==> src/rtl/fgate_pkg.sv <==
package fgate_pkg;

    typedef enum logic [1:0] {
        OP_READ       = 2'd0,
        OP_WRITE      = 2'd1,
        OP_PAGE_ERASE = 2'd2,
        OP_MASS_ERASE = 2'd3
    } fg_op_e;

    typedef enum logic [1:0] {
        ACT_FLASH  = 2'd0,
        ACT_FILL   = 2'd1,
        ACT_REFUSE = 2'd2
    } fg_act_e;

    typedef enum logic [2:0] {
        ST_BOOT  = 3'd0,
        ST_IDLE  = 3'd1,
        ST_LOCAL = 3'd2,
        ST_ISSUE = 3'd3,
        ST_DONE  = 3'd4
    } fg_state_e;

endpackage

==> src/rtl/fgate_addr_decode.sv <==
module fgate_addr_decode #(
    parameter int ADDR_W  = 16,
    parameter int ARR_AW  = 13,
    parameter int PAGE_AW = 6,
    parameter logic [ADDR_W-1:0] ALIAS_ADDR = '1
) (
    input  logic [ADDR_W-1:0]         addr,
    output logic                      in_array,
    output logic                      is_cfg,
    output logic                      is_alias,
    output logic [ARR_AW-PAGE_AW-1:0] page_idx,
    output logic                      last_page
);
    localparam int PIDX_W = ARR_AW - PAGE_AW;

    always_comb begin
        in_array  = (addr[ADDR_W-1:ARR_AW] == '0);
        is_cfg    = in_array && (addr[ARR_AW-1:0] == {ARR_AW{1'b1}});
        is_alias  = (addr == ALIAS_ADDR);
        page_idx  = addr[ARR_AW-1:PAGE_AW];
        last_page = in_array && (page_idx == {PIDX_W{1'b1}});
    end
endmodule

==> src/rtl/fgate_policy.sv <==
module fgate_policy
    import fgate_pkg::*;
#(
    parameter int ARR_AW  = 13,
    parameter int PAGE_AW = 6
) (
    input  fg_op_e                    op,
    input  logic                      in_array,
    input  logic                      is_cfg,
    input  logic                      is_alias,
    input  logic [ARR_AW-PAGE_AW-1:0] page_idx,
    input  logic [ARR_AW-1:0]         addr_low,
    input  logic                      secured,
    input  logic                      cfg_locked,
    output fg_act_e                   act,
    output logic [ARR_AW-1:0]         fl_addr
);
    always_comb begin
        act     = ACT_REFUSE;
        fl_addr = addr_low;
        unique case (op)
            OP_READ: begin
                if (is_alias) begin
                    act     = ACT_FLASH;
                    fl_addr = {ARR_AW{1'b1}};
                end else if (in_array && !secured) begin
                    act = ACT_FLASH;
                end else begin
                    act = ACT_FILL;
                end
            end
            OP_WRITE: begin
                if (in_array && !secured && !(is_cfg && cfg_locked))
                    act = ACT_FLASH;
            end
            OP_PAGE_ERASE: begin
                if (in_array && !secured) begin
                    act     = ACT_FLASH;
                    fl_addr = {page_idx, {PAGE_AW{1'b0}}};
                end
            end
            OP_MASS_ERASE: begin
                act     = ACT_FLASH;
                fl_addr = '0;
            end
        endcase
    end
endmodule

==> src/rtl/fgate_sec_track.sv <==
module fgate_sec_track
    import fgate_pkg::*;
#(
    parameter int DATA_W    = 8,
    parameter int SEC_BIT   = 3,
    parameter bit SEC_LEVEL = 1'b0,
    parameter logic [DATA_W-1:0] ERASED = '1
) (
    input  logic              clk,
    input  logic              rst_n,
    input  logic              boot_load,
    input  logic [DATA_W-1:0] boot_word,
    input  logic              upd_en,
    input  fg_op_e            upd_op,
    input  logic              upd_cfg,
    input  logic              upd_last_page,
    input  logic [DATA_W-1:0] upd_wdata,
    output logic              secured,
    output logic              cfg_locked
);
    localparam bit ERASED_SEC = (ERASED[SEC_BIT] == SEC_LEVEL);

    logic boot_sec;
    logic wr_sec;

    generate
        if (SEC_LEVEL) begin : g_high_secures
            assign boot_sec = boot_word[SEC_BIT];
            assign wr_sec   = upd_wdata[SEC_BIT];
        end else begin : g_low_secures
            assign boot_sec = ~boot_word[SEC_BIT];
            assign wr_sec   = ~upd_wdata[SEC_BIT];
        end
    endgenerate

    always_ff @(posedge clk or negedge rst_n) begin
        if (!rst_n) begin
            secured    <= 1'b1;
            cfg_locked <= 1'b1;
        end else if (boot_load) begin
            secured    <= boot_sec;
            cfg_locked <= (boot_word != ERASED);
        end else if (upd_en) begin
            unique case (upd_op)
                OP_WRITE: begin
                    if (upd_cfg) begin
                        secured    <= wr_sec;
                        cfg_locked <= 1'b1;
                    end
                end
                OP_PAGE_ERASE: begin
                    if (upd_last_page) begin
                        secured    <= ERASED_SEC;
                        cfg_locked <= 1'b0;
                    end
                end
                OP_MASS_ERASE: begin
                    secured    <= ERASED_SEC;
                    cfg_locked <= 1'b0;
                end
                default: ;
            endcase
        end
    end
endmodule

==> src/rtl/flash_sec_gate.sv <==
module flash_sec_gate
    import fgate_pkg::*;
#(
    parameter int ADDR_W  = 16,
    parameter int ARR_AW  = 13,
    parameter int DATA_W  = 8,
    parameter int PAGE_AW = 6,
    parameter int SEC_BIT = 3
) (
    input  logic              clk,
    input  logic              rst_n,
    input  logic              req_valid,
    output logic              req_ready,
    input  logic [1:0]        req_op,
    input  logic [ADDR_W-1:0] req_addr,
    input  logic [DATA_W-1:0] req_wdata,
    output logic              rsp_done,
    output logic              rsp_rejected,
    output logic [DATA_W-1:0] rsp_rdata,
    output logic              fl_cmd_valid,
    output logic [1:0]        fl_cmd,
    output logic [ARR_AW-1:0] fl_addr,
    output logic [DATA_W-1:0] fl_wdata,
    input  logic              fl_ack,
    input  logic [DATA_W-1:0] fl_rdata
);
    localparam int PIDX_W = ARR_AW - PAGE_AW;
    localparam logic [ARR_AW-1:0] CFG_LOC = {ARR_AW{1'b1}};

    fg_state_e state_q, state_d;

    logic              in_array, is_cfg, is_alias, last_page;
    logic [PIDX_W-1:0] page_idx;
    fg_act_e           act_d;
    logic [ARR_AW-1:0] pol_addr;
    logic              sec_q, lock_q;
    fg_op_e            op_in;

    fg_act_e           act_q;
    fg_op_e            op_q;
    logic [ARR_AW-1:0] addr_q;
    logic [DATA_W-1:0] wdata_q;
    logic              cfg_q, last_q;
    logic [DATA_W-1:0] rdata_q;

    logic accept;
    logic boot_load;
    logic upd_en;

    assign op_in     = fg_op_e'(req_op);
    assign accept    = (state_q == ST_IDLE) && req_valid;
    assign boot_load = (state_q == ST_BOOT) && fl_ack;
    assign upd_en    = (state_q == ST_ISSUE) && fl_ack;

    fgate_addr_decode #(
        .ADDR_W (ADDR_W),
        .ARR_AW (ARR_AW),
        .PAGE_AW(PAGE_AW)
    ) i_decode (
        .addr     (req_addr),
        .in_array (in_array),
        .is_cfg   (is_cfg),
        .is_alias (is_alias),
        .page_idx (page_idx),
        .last_page(last_page)
    );

    fgate_policy #(
        .ARR_AW (ARR_AW),
        .PAGE_AW(PAGE_AW)
    ) i_policy (
        .op        (op_in),
        .in_array  (in_array),
        .is_cfg    (is_cfg),
        .is_alias  (is_alias),
        .page_idx  (page_idx),
        .addr_low  (req_addr[ARR_AW-1:0]),
        .secured   (sec_q),
        .cfg_locked(lock_q),
        .act       (act_d),
        .fl_addr   (pol_addr)
    );

    fgate_sec_track #(
        .DATA_W (DATA_W),
        .SEC_BIT(SEC_BIT)
    ) i_track (
        .clk          (clk),
        .rst_n        (rst_n),
        .boot_load    (boot_load),
        .boot_word    (fl_rdata),
        .upd_en       (upd_en),
        .upd_op       (op_q),
        .upd_cfg      (cfg_q),
        .upd_last_page(last_q),
        .upd_wdata    (wdata_q),
        .secured      (sec_q),
        .cfg_locked   (lock_q)
    );

    // State register
    always_ff @(posedge clk or negedge rst_n) begin
        if (!rst_n) state_q <= ST_BOOT;
        else        state_q <= state_d;
    end

    // Transitions
    always_comb begin
        state_d = state_q;
        unique case (state_q)
            ST_BOOT:  if (fl_ack) state_d = ST_IDLE;
            ST_IDLE:  if (req_valid) state_d = (act_d == ACT_FLASH) ? ST_ISSUE : ST_LOCAL;
            ST_LOCAL: state_d = ST_IDLE;
            ST_ISSUE: if (fl_ack) state_d = ST_DONE;
            ST_DONE:  state_d = ST_IDLE;
            default:  state_d = ST_BOOT;
        endcase
    end

    // Request capture and read data
    always_ff @(posedge clk or negedge rst_n) begin
        if (!rst_n) begin
            act_q   <= ACT_REFUSE;
            op_q    <= OP_READ;
            addr_q  <= '0;
            wdata_q <= '0;
            cfg_q   <= 1'b0;
            last_q  <= 1'b0;
            rdata_q <= '1;
        end else begin
            if (accept) begin
                act_q   <= act_d;
                op_q    <= op_in;
                addr_q  <= pol_addr;
                wdata_q <= req_wdata;
                cfg_q   <= is_cfg;
                last_q  <= last_page;
            end
            if (upd_en)
                rdata_q <= (op_q == OP_READ) ? fl_rdata : '1;
        end
    end

    // Outputs
    always_comb begin
        req_ready    = 1'b0;
        rsp_done     = 1'b0;
        rsp_rejected = 1'b0;
        rsp_rdata    = '1;
        fl_cmd_valid = 1'b0;
        fl_cmd       = OP_READ;
        fl_addr      = '0;
        fl_wdata     = '0;
        unique case (state_q)
            ST_BOOT: begin
                fl_cmd_valid = 1'b1;
                fl_cmd       = OP_READ;
                fl_addr      = CFG_LOC;
            end
            ST_IDLE: begin
                req_ready = 1'b1;
            end
            ST_LOCAL: begin
                rsp_done     = 1'b1;
                rsp_rejected = (act_q == ACT_REFUSE);
            end
            ST_ISSUE: begin
                fl_cmd_valid = 1'b1;
                fl_cmd       = op_q;
                fl_addr      = addr_q;
                fl_wdata     = wdata_q;
            end
            ST_DONE: begin
                rsp_done  = 1'b1;
                rsp_rdata = rdata_q;
            end
            default: ;
        endcase
    end
endmodule

==> config.mk <==
export PLATFORM = sky130hd
export DESIGN_NAME = flash_sec_gate
export DESIGN_NICKNAME = d
export VERILOG_FILES = /design/src/rtl/fgate_pkg.sv /design/src/rtl/fgate_addr_decode.sv /design/src/rtl/fgate_policy.sv /design/src/rtl/fgate_sec_track.sv /design/src/rtl/flash_sec_gate.sv
export SDC_FILE = /design/constraint.sdc
export NUM_CORES = 1
export LEC_CHECK = 0
export BUFFER_PORTS_ARGS = -buffer_cell sky130_fd_sc_hd__buf_2
export CAP_MARGIN = 20
export CELL_PAD_IN_SITES_DETAIL_PLACEMENT = 1
export CELL_PAD_IN_SITES_GLOBAL_PLACEMENT = 1
export CORE_MARGIN = 1
export CORE_UTILIZATION = 39
export DETAILED_ROUTE_END_ITERATION = 6
export PLACE_DENSITY_LB_ADDON = 0.1
export SLEW_MARGIN = 10
export SYNTH_ARGS = -nofsm -noshare
export SYNTH_HDL_FRONTEND = slang
export SYNTH_SLANG_ARGS = --single-unit
==> constraint.sdc <==
create_clock -name clk -period 4.8 [get_ports clk]
set_input_delay 0.96 -clock clk [delete_from_list [all_inputs] [get_ports clk]]
set_output_delay 0.96 -clock clk [all_outputs]
set_load 0.1 [all_outputs]
==> results of run 1 <==
how the worst min path moves through the flow:
stage                            endpoint  slack (ns)
global route         act_q[1]$_DFFE_PN1P_        0.50
floorplan               cfg_q$_DFFE_PN0P_        0.43
detailed placement      cfg_q$_DFFE_PN0P_        0.45
global placement    addr_q[5]$_DFFE_PN0P_        0.45
CTS                     cfg_q$_DFFE_PN0P_        0.47
finish                  cfg_q$_DFFE_PN0P_        0.47
metrics by stage:
step                instance area (um^2)  hold WS, ns  worst slack (ns)  utilization [%]  instances
floorplan                           2160        0.433              1.71                -        242
global placement                    2480        0.450              1.77             47.7        369
detailed placement                  2480        0.454              1.75             47.7        369
CTS                                 2580        0.473              1.42             49.5        377
global route                        2580        0.499              1.32             49.5        377
finish                              2580        0.469              1.47             49.5        377
sequential cells by signal, indices dropped and copies added, names as in the netlist:
signal              count
act_q                   2
wdata_q                 8
rdata_q                 8
i_track.cfg_locked      1
cfg_q                   1
last_q                  1
i_track.secured         1
state_q                 3
addr_q                 13
op_q                    2
cell families (layout without fill, tap and decap cells):
| group | Yosys count | count (layout) | share of synthesized area, % |
|---|---|---|---|
| XOR/XNOR | 1 | 1 | 0.406 |
| AND/OR/NAND/NOR | 139 | 139 | 33.0 |
| AO/OA/AOI/OAI | 41 | 41 | 11.6 |
| flip-flops | 40 | 40 | 47.0 |
| buffers and inverters | 17 | 82 | 5.92 |
| multiplexers | 4 | 4 | 2.03 |
routing by layer:
metal / wire length [um] / part of all wire (%) / vias up
met4: 57 / 1.1 / 0
met5: 0 / 0 / -
met1: 2300 / 44 / 900
met2: 2630 / 50 / 44
met3: 234 / 4.5 / 4
li1: - / - / 928
cells in the final DEF (no fill, tap or decap), drive strengths merged, types with 2 or more instances in the layout:
| cell type | instances |
|---|---|
| a21o | 13 |
| a21oi | 9 |
| and2 | 11 |
| buf | 72 |
| clkbuf | 5 |
| clkinvlp | 2 |
| dfrtp | 29 |
| dfstp | 11 |
| inv | 2 |
| mux2 | 3 |
| nand2 | 64 |
| nand2b | 6 |
| nand3 | 11 |
| nand4 | 4 |
| nor2 | 23 |
| nor3 | 4 |
| nor3b | 2 |
| nor4 | 2 |
| o21ai | 15 |
| or2 | 2 |
| or2b | 4 |
worst reg2reg max path: stages (launching register included):
cell     delay (ns)
dfrtp_1        0.54
nor3_4         0.69
nand2_1        0.19
mux2i_1        0.15
mux2_1         0.29
synthesized netlist by cell type, types with 2 or more instances:
cell type and number:
buf_2 3, a21o_1 13, mux2_1 2, buf_6 3, nor4_2 2, nand3_1 10
and2_1 10, dfrtp_1 29, nand4_1 4, inv_1 2, a21oi_1 9, o21ai_0 14
nor3_1 3, buf_12 2, nand2b_1 6, nor2_1 23, clkbuf_1 5, or2b_1 4
dfstp_2 11, nand2_1 63, or2_2 2
cell type report:
cell class,count,area [um^2],share of cell area [%]
clock buffers,5,68.8,2.67
clock inverters,3,23.8,0.922
inverters,2,7.51,0.291
multi-input cells,185,1010,39.4
flip-flops and latches,40,1010,39.4
well taps,70,87.6,3.40
repair buffers,72,360,14.0
==> impl_results.md, run 1 <==
* Status: finished clean
* DRT iter0 DRCs at 115
* DR WL/cell at 13.9 um
* CP endpoint: fl_cmd[1]
* Post-cts resize count at 0
* Slew @ Worst Pin at 0.883 ns
* Area Overhead vs Synth at 19.5%
* Via Count at 1,876
* Largest net degree at the start of global routing at 41
* Ys async rst share at 100%
* Global route hottest layer: met2
* CTS tree: yes
* Setup crit start: state_q[1]$_DFFE_PN0P_
* Reg2Reg Depth at 4
* RSZ-0062 raised after global routing: false
* Vias per cell at 4.98
* Final critical-path required period at 3.33 ns
* Fin Clk Skew at 0.0110 ns
* FF-to-FF setup slack at 2.87 ns
* Insertion delay to the later sink of the worst-skew pair at 0.30 ns
* Remaining DRCs at 0
* CTS Hold Bufs at 0
* Synth area leader: dfrtp_1
* Critical path peak fanout at 25
* Initial core utilization at 41.4%
* RD Place Congestion at 0.767
* Ys flop type: dfrtp_1
* Core Area at 5200 um^2
* Crit-path max cell delay at 0.80 ns
* Synth top area share at 33.6%
* Final nets at 344
* Fin. Hold Viols at 0
* Num CTS Buffers at 5
* CP endpoint kind: output pin
* Worst Hold Class: flip-flop to flip-flop
* Rows at 26
* CTS Root Cell: clkbuf_8
* Fin crit share at 69.4%
* Met1 usage at 23.8%
* #FFs+latches synth at 40
* Die X at 76.4 um
* Post-synthesis cell type count at 43
* R2R Path Start: state_q[1]$_DFFE_PN0P_
* Reg2reg end: i_track.cfg_locked$_DFFE_PN1P_
* Met2 global-route usage at 32.8%
* Syn avg cell area at 8.91 um^2
* Total track usage at 19.1%
* Setup tns final at 0 ns
* Synth area leaders: dfrtp_1 34%, dfstp_2 13%, nand2_1 11%
* Yosys warning total at 0
* Share of layout cells above drive strength 1 at 33.6%
* Critical Path Source Type: flip-flop
* Antenna cells at 0
* Boundary Pins at 73
* Final antenna-violating net count at 0
* Clk buf depth at 2
* Post-detail-place hpwl at 3770 um
* EDFF count, synth at 0
* Finish-stage setup viols at 0
* Cells after synthesis at 242
* Critical path type: flip-flop to output pin
* Crit-path cells: and3b_1, and2_1, buf_2
* Slew headroom at 41.2%
* H-Tree Depth at 2
* First-pass GRT wire length at 8800 um
* Die height at 76.4 um
* Final WL at 5230 um
* Pre-antenna DRT Iters at 4
* Fillers at 656
* HP Start: cfg_q$_DFFE_PN0P_
* Gr ovfl total at 0
* Vias in the first global route at 1,833
* DIE AREA at 5830 um^2
* CP max-delay cell: and3b_1
* Number of max-cap violations at 0
* CP required at 3.84 ns
* CP top delay family: simple AND/OR/NAND/NOR gates
* Crit path DAT at 2.37 ns
* Max-slew violations at 0
* Cell Area, Synth at 2160 um^2
* Global routing met3 resource utilization at 4.07%
* Critical path buffers and inverters at 1
* Hold Path Cell Cnt at 2
* Post-CTS Setup Bufs at 0
* Synth Net Count at 280
* Fmax at 0.300 GHz
* Stages on worst setup path at 3
* Clock Sinks at 40
* Clock Pin Slew Worst Setup and Hold Paths at 0.08 ns
* IO buf count at 72
* Sequential-to-total area share from yosys stat at 47.0%
* Initial antenna violation count at 0
Power of run 1 is left out: the tool's default activity adds up to more than one toggle a clock period on the data nets, which glitch-free logic cannot reach.
==> run 2: changes to the inputs <==
CORE_UTILIZATION = 33   (was 39)
clock period = 2.65 ns   (was 4.8 ns; I/O delays follow)
==> impl_results.md, run 2 (synthesis results as in run 1) <==
* Crit-path max cell delay at 0.62 ns
* Final nets at 347
* Gr ovfl total at 0
* Status: finished clean
* Biggest register: addr_q
* Post-cts resize count at 0
* Critical Path Source Type: flip-flop
* PnR worst setup slack at 0.255 ns
* RD Place Congestion at 0.705
* Num CTS Buffers at 5
* Clk buf depth at 2
* Insertion delay to the later sink of the worst-skew pair at 0.29 ns
* Critical path type: flip-flop to output pin
* Fin Clk Skew at 0.00564 ns
* First-pass GRT wire length at 9660 um
* Post-detail-place hpwl at 3990 um
* IO buf count at 72
* Final WL at 5590 um
* Number of max-cap violations at 0
* CTS Root Cell: clkbuf_8
* Reg2reg end: i_track.cfg_locked$_DFFE_PN1P_
* Critical path peak fanout at 15
* Largest regs: addr_q (13), rdata_q (8), wdata_q (8)
* CTS tree: yes
* Remaining DRCs at 0
* Final critical-path required period at 2.39 ns
* Largest net degree at the start of global routing at 41
* Fin crit share at 90.4%
* Max-slew violations at 0
* Boundary Pins at 73
* Fin. Hold Viols at 0
* Slew @ Worst Pin at 0.900 ns
* Worst Hold Class: primary input to async pin
* Via Count at 1,887
* CP required at 2.12 ns
* Area Overhead vs Synth at 37.7%
* CP top delay family: simple AND/OR/NAND/NOR gates
* RSZ-0062 raised after global routing: false
* Crit-path cells: nor3_4, or2_2, buf_12
* H-Tree Depth at 2
* Final antenna-violating net count at 0
* Crit path DAT at 1.86 ns
* CP endpoint kind: output pin
* Post-CTS Setup Bufs at 0
* Placement Setup Slack at 0.540 ns
* Share of layout cells above drive strength 1 at 33.9%
* Clock Sinks at 40
* Clock Pin Slew Worst Setup and Hold Paths at 0.08 ns
* R2R Path Start: state_q[1]$_DFFE_PN0P_
* Slew headroom at 40.0%
* Max reg flops at 13
* Initial core utilization at 34.2%
* FF-to-FF setup slack at 0.69 ns
* Setup tns final at 0 ns
* Die X at 82.9 um
* Commonest cells after routing, fill and taps aside: 63 x nand2_1, 48 x buf_2, 29 x dfrtp_1
* DRT iter0 DRCs at 59
* CP max-delay cell: nor3_4
* Vias per cell at 4.88
* Pre-antenna DRT Iters at 4
* DR WL/cell at 14.4 um
* Finish-stage setup viols at 0
* Total track usage at 17.5%
* Fillers at 741
* Commonest non-fill, non-tap cell in the layout: nand2_1
* Antenna cells at 0
* Die height at 82.9 um
* Core Area at 6310 um^2
* Fmax at 0.418 GHz
* Reg2Reg Depth at 5
* DIE AREA at 6860 um^2
* Rows at 29
* CTS Hold Bufs at 0
* Critical path buffers and inverters at 1
* Vias in the first global route at 2,042
* Initial antenna violation count at 0
run 2: cell types whose count changed in the layout (fill, tap and decap cells not counted):
| cell | previous run | this run |
|---|---|---|
| clkbuf_8 | 5 | 6 |
| clkinvlp_4 | 2 | 0 |
| a21oi_2 | 0 | 1 |
| clkbuf_1 | 0 | 2 |
| buf_4 | 0 | 3 |
| clkinv_4 | 1 | 0 |
| buf_12 | 0 | 24 |
| buf_2 | 72 | 48 |
| a21oi_1 | 9 | 8 |
run 2: how the worst max path moves through the flow:
stage | cells past startpoint | endpoint | from
final | 3 | fl_cmd_valid | state_q[1]$_DFFE_PN0P_
after CTS | 3 | fl_cmd_valid | state_q[1]$_DFFE_PN0P_
after global placement | 3 | fl_cmd_valid | state_q[1]$_DFFE_PN0P_
after global routing | 3 | fl_cmd_valid | state_q[1]$_DFFE_PN0P_
after floorplan | 5 | fl_cmd[0] | state_q[2]$_DFFE_PN0P_
after detailed placement | 3 | fl_cmd_valid | state_q[1]$_DFFE_PN0P_
run 2: final cells by class:
type | instances | area, um^2 | area share [%]
multi-input combinational | 185 | 1020 | 34.3
sequential | 40 | 1010 | 34.2
timing repair buffer | 75 | 743 | 25.0
tap | 77 | 96.3 | 3.24
clock buffer | 8 | 90.1 | 3.03
inverter | 2 | 7.51 | 0.253
run 2: per-stage QoR:
stage	utilization, %	cell area [um^2]	hold WS (ns)	cells
after global routing	47.0	2970	0.425	387
after floorplan	-	2160	0.234	242
after global placement	45.6	2880	0.446	379
after detailed placement	45.6	2880	0.457	379
after CTS	47.0	2970	0.394	387
final	47.0	2970	0.361	387
run 2: layer usage:
metal,track usage [%],vias to the layer above,share of wire [%]
met5,0,-,0
met1,22.4,912,45
met4,4.23,0,0.97
met2,29.0,36,49
met3,5.07,4,4.9
li1,-,935,-
Power of run 2 is left out for the same reason.
==> run 3: changes to the inputs <==
CORE_UTILIZATION = 39   (was 33)
clock period = 2.95 ns   (was 2.65 ns; I/O delays follow)
==> impl_results.md, run 3 (synthesis results as in run 1) <==
* Vias in the first global route at 1,923
* Critical path type: flip-flop to output pin
* Initial antenna violation count at 0
* Number of max-cap violations at 0
* Rows at 26
* Die height at 76.4 um
* Slew headroom at 41.1%
* Total track usage at 19.6%
* Global route hottest layer: met2
* DR WL/cell at 14.0 um
* Final WL at 5350 um
* Max-slew violations at 0
* Post-detail-place hpwl at 3950 um
* Critical Path Source Type: flip-flop
* Num CTS Buffers at 5
* Final antenna-violating net count at 0
* Fin. Hold Viols at 0
* RSZ-0062 raised after global routing: false
* Fillers at 659
* Post-cts resize count at 0
* Boundary Pins at 73
* Vias per cell at 5.02
* Antenna cells at 0
* FF-to-FF setup slack at 0.97 ns
* CTS tree: yes
* Crit-path cells: nor3_4, or2_2, buf_2
* Critical path peak fanout at 15
* Insertion delay to the later sink of the worst-skew pair at 0.29 ns
* Clock Pin Slew Worst Setup and Hold Paths at 0.08 ns
* DIE AREA at 5830 um^2
* IO buf count at 72
* Worst Hold Class: primary input to async pin
* Fin crit share at 90.7%
* Fmax at 0.374 GHz
* Clk buf depth at 2
* Area Overhead vs Synth at 22.4%
* Via Count at 1,914
* Pre-antenna DRT Iters at 4
* Met1 usage at 24.9%
* Met2 global-route usage at 33.7%
* RD Place Congestion at 0.759
* H-Tree Depth at 2
* Setup tns final at 0 ns
* CTS Root Cell: clkbuf_8
* CTS Hold Bufs at 0
* Status: finished clean
* Slew @ Worst Pin at 0.883 ns
* Global routing met3 resource utilization at 3.35%
* Initial core utilization at 41.4%
* Reg2reg end: i_track.secured$_DFFE_PN1P_
* Final critical-path required period at 2.68 ns
* Gr ovfl total at 0
* Crit path DAT at 2.09 ns
* Core Area at 5200 um^2
* Final nets at 348
* Commonest non-fill, non-tap cell in the layout: buf_2
* Die X at 76.4 um
* Clock Sinks at 40
* First-pass GRT wire length at 9100 um
* Max reg flops at 13
* Crit-path max cell delay at 0.62 ns
* Reg2Reg Depth at 5
* Largest regs: addr_q (13), rdata_q (8), wdata_q (8)
* Critical path buffers and inverters at 1
* CP top delay family: simple AND/OR/NAND/NOR gates
* Share of layout cells above drive strength 1 at 34.4%
* CP max-delay cell: nor3_4
* Biggest register: addr_q
* Finish-stage setup viols at 0
* CP required at 2.36 ns
* DRT iter0 DRCs at 114
* Largest net degree at the start of global routing at 41
* Remaining DRCs at 0
* Post-CTS Setup Bufs at 0
* Final core utilization at 50.7%
* CP endpoint kind: output pin
* R2R Path Start: state_q[1]$_DFFE_PN0P_
* Commonest cells after routing, fill and taps aside: 72 x buf_2, 63 x nand2_1, 29 x dfrtp_1
* Fin Clk Skew at 0.00976 ns
[run 3: how the worst max path moves through the flow]
stage / from / endpoint / slack [ns] / cells past startpoint
3_5_place_dp: state_q[1]$_DFFE_PN0P_ / fl_cmd_valid / 0.56 / 3
4_1_cts: state_q[1]$_DFFE_PN0P_ / fl_cmd_valid / 0.24 / 3
5_1_grt: state_q[1]$_DFFE_PN0P_ / fl_cmd_valid / 0.12 / 3
2_1_floorplan: state_q[2]$_DFFE_PN0P_ / rsp_done / 0.23 / 3
6_report: state_q[1]$_DFFE_PN0P_ / fl_cmd_valid / 0.27 / 3
3_3_place_gp: state_q[1]$_DFFE_PN0P_ / fl_cmd_valid / 0.61 / 3
[run 3: metal layers]
| metal | vias to the layer above | routed length [um] |
|---|---|---|
| met2 | 41 | 2670 |
| met5 | - | 0 |
| li1 | 936 | - |
| met3 | 10 | 178 |
| met4 | 0 | 74 |
| met1 | 927 | 2440 |
[run 3: stage by stage]
| step | setup slack, ns | cells | hold WS [ns] | cell area, um^2 |
|---|---|---|---|---|
| 3_5_place_dp | 0.560 | 373 | 0.455 | 2510 |
| 2_1_floorplan | 0.233 | 242 | 0.294 | 2160 |
| 4_1_cts | 0.236 | 381 | 0.451 | 2640 |
| 3_3_place_gp | 0.615 | 373 | 0.449 | 2510 |
| 5_1_grt | 0.118 | 381 | 0.478 | 2640 |
| 6_report | 0.273 | 381 | 0.409 | 2640 |
[run 3: layout make-up]
| type | count | area (um^2) | area share, % |
|---|---|---|---|
| Multi-Input combinational cell | 185 | 1010 | 38.4 |
| Clock buffer | 7 | 96.3 | 3.65 |
| Sequential cell | 40 | 1010 | 38.4 |
| Inverter | 2 | 7.51 | 0.284 |
| Timing Repair Buffer | 76 | 390 | 14.8 |
| Tap cell | 70 | 87.6 | 3.32 |
| Clock inverter | 1 | 30.0 | 1.14 |
Power of run 3 is left out for the same reason.
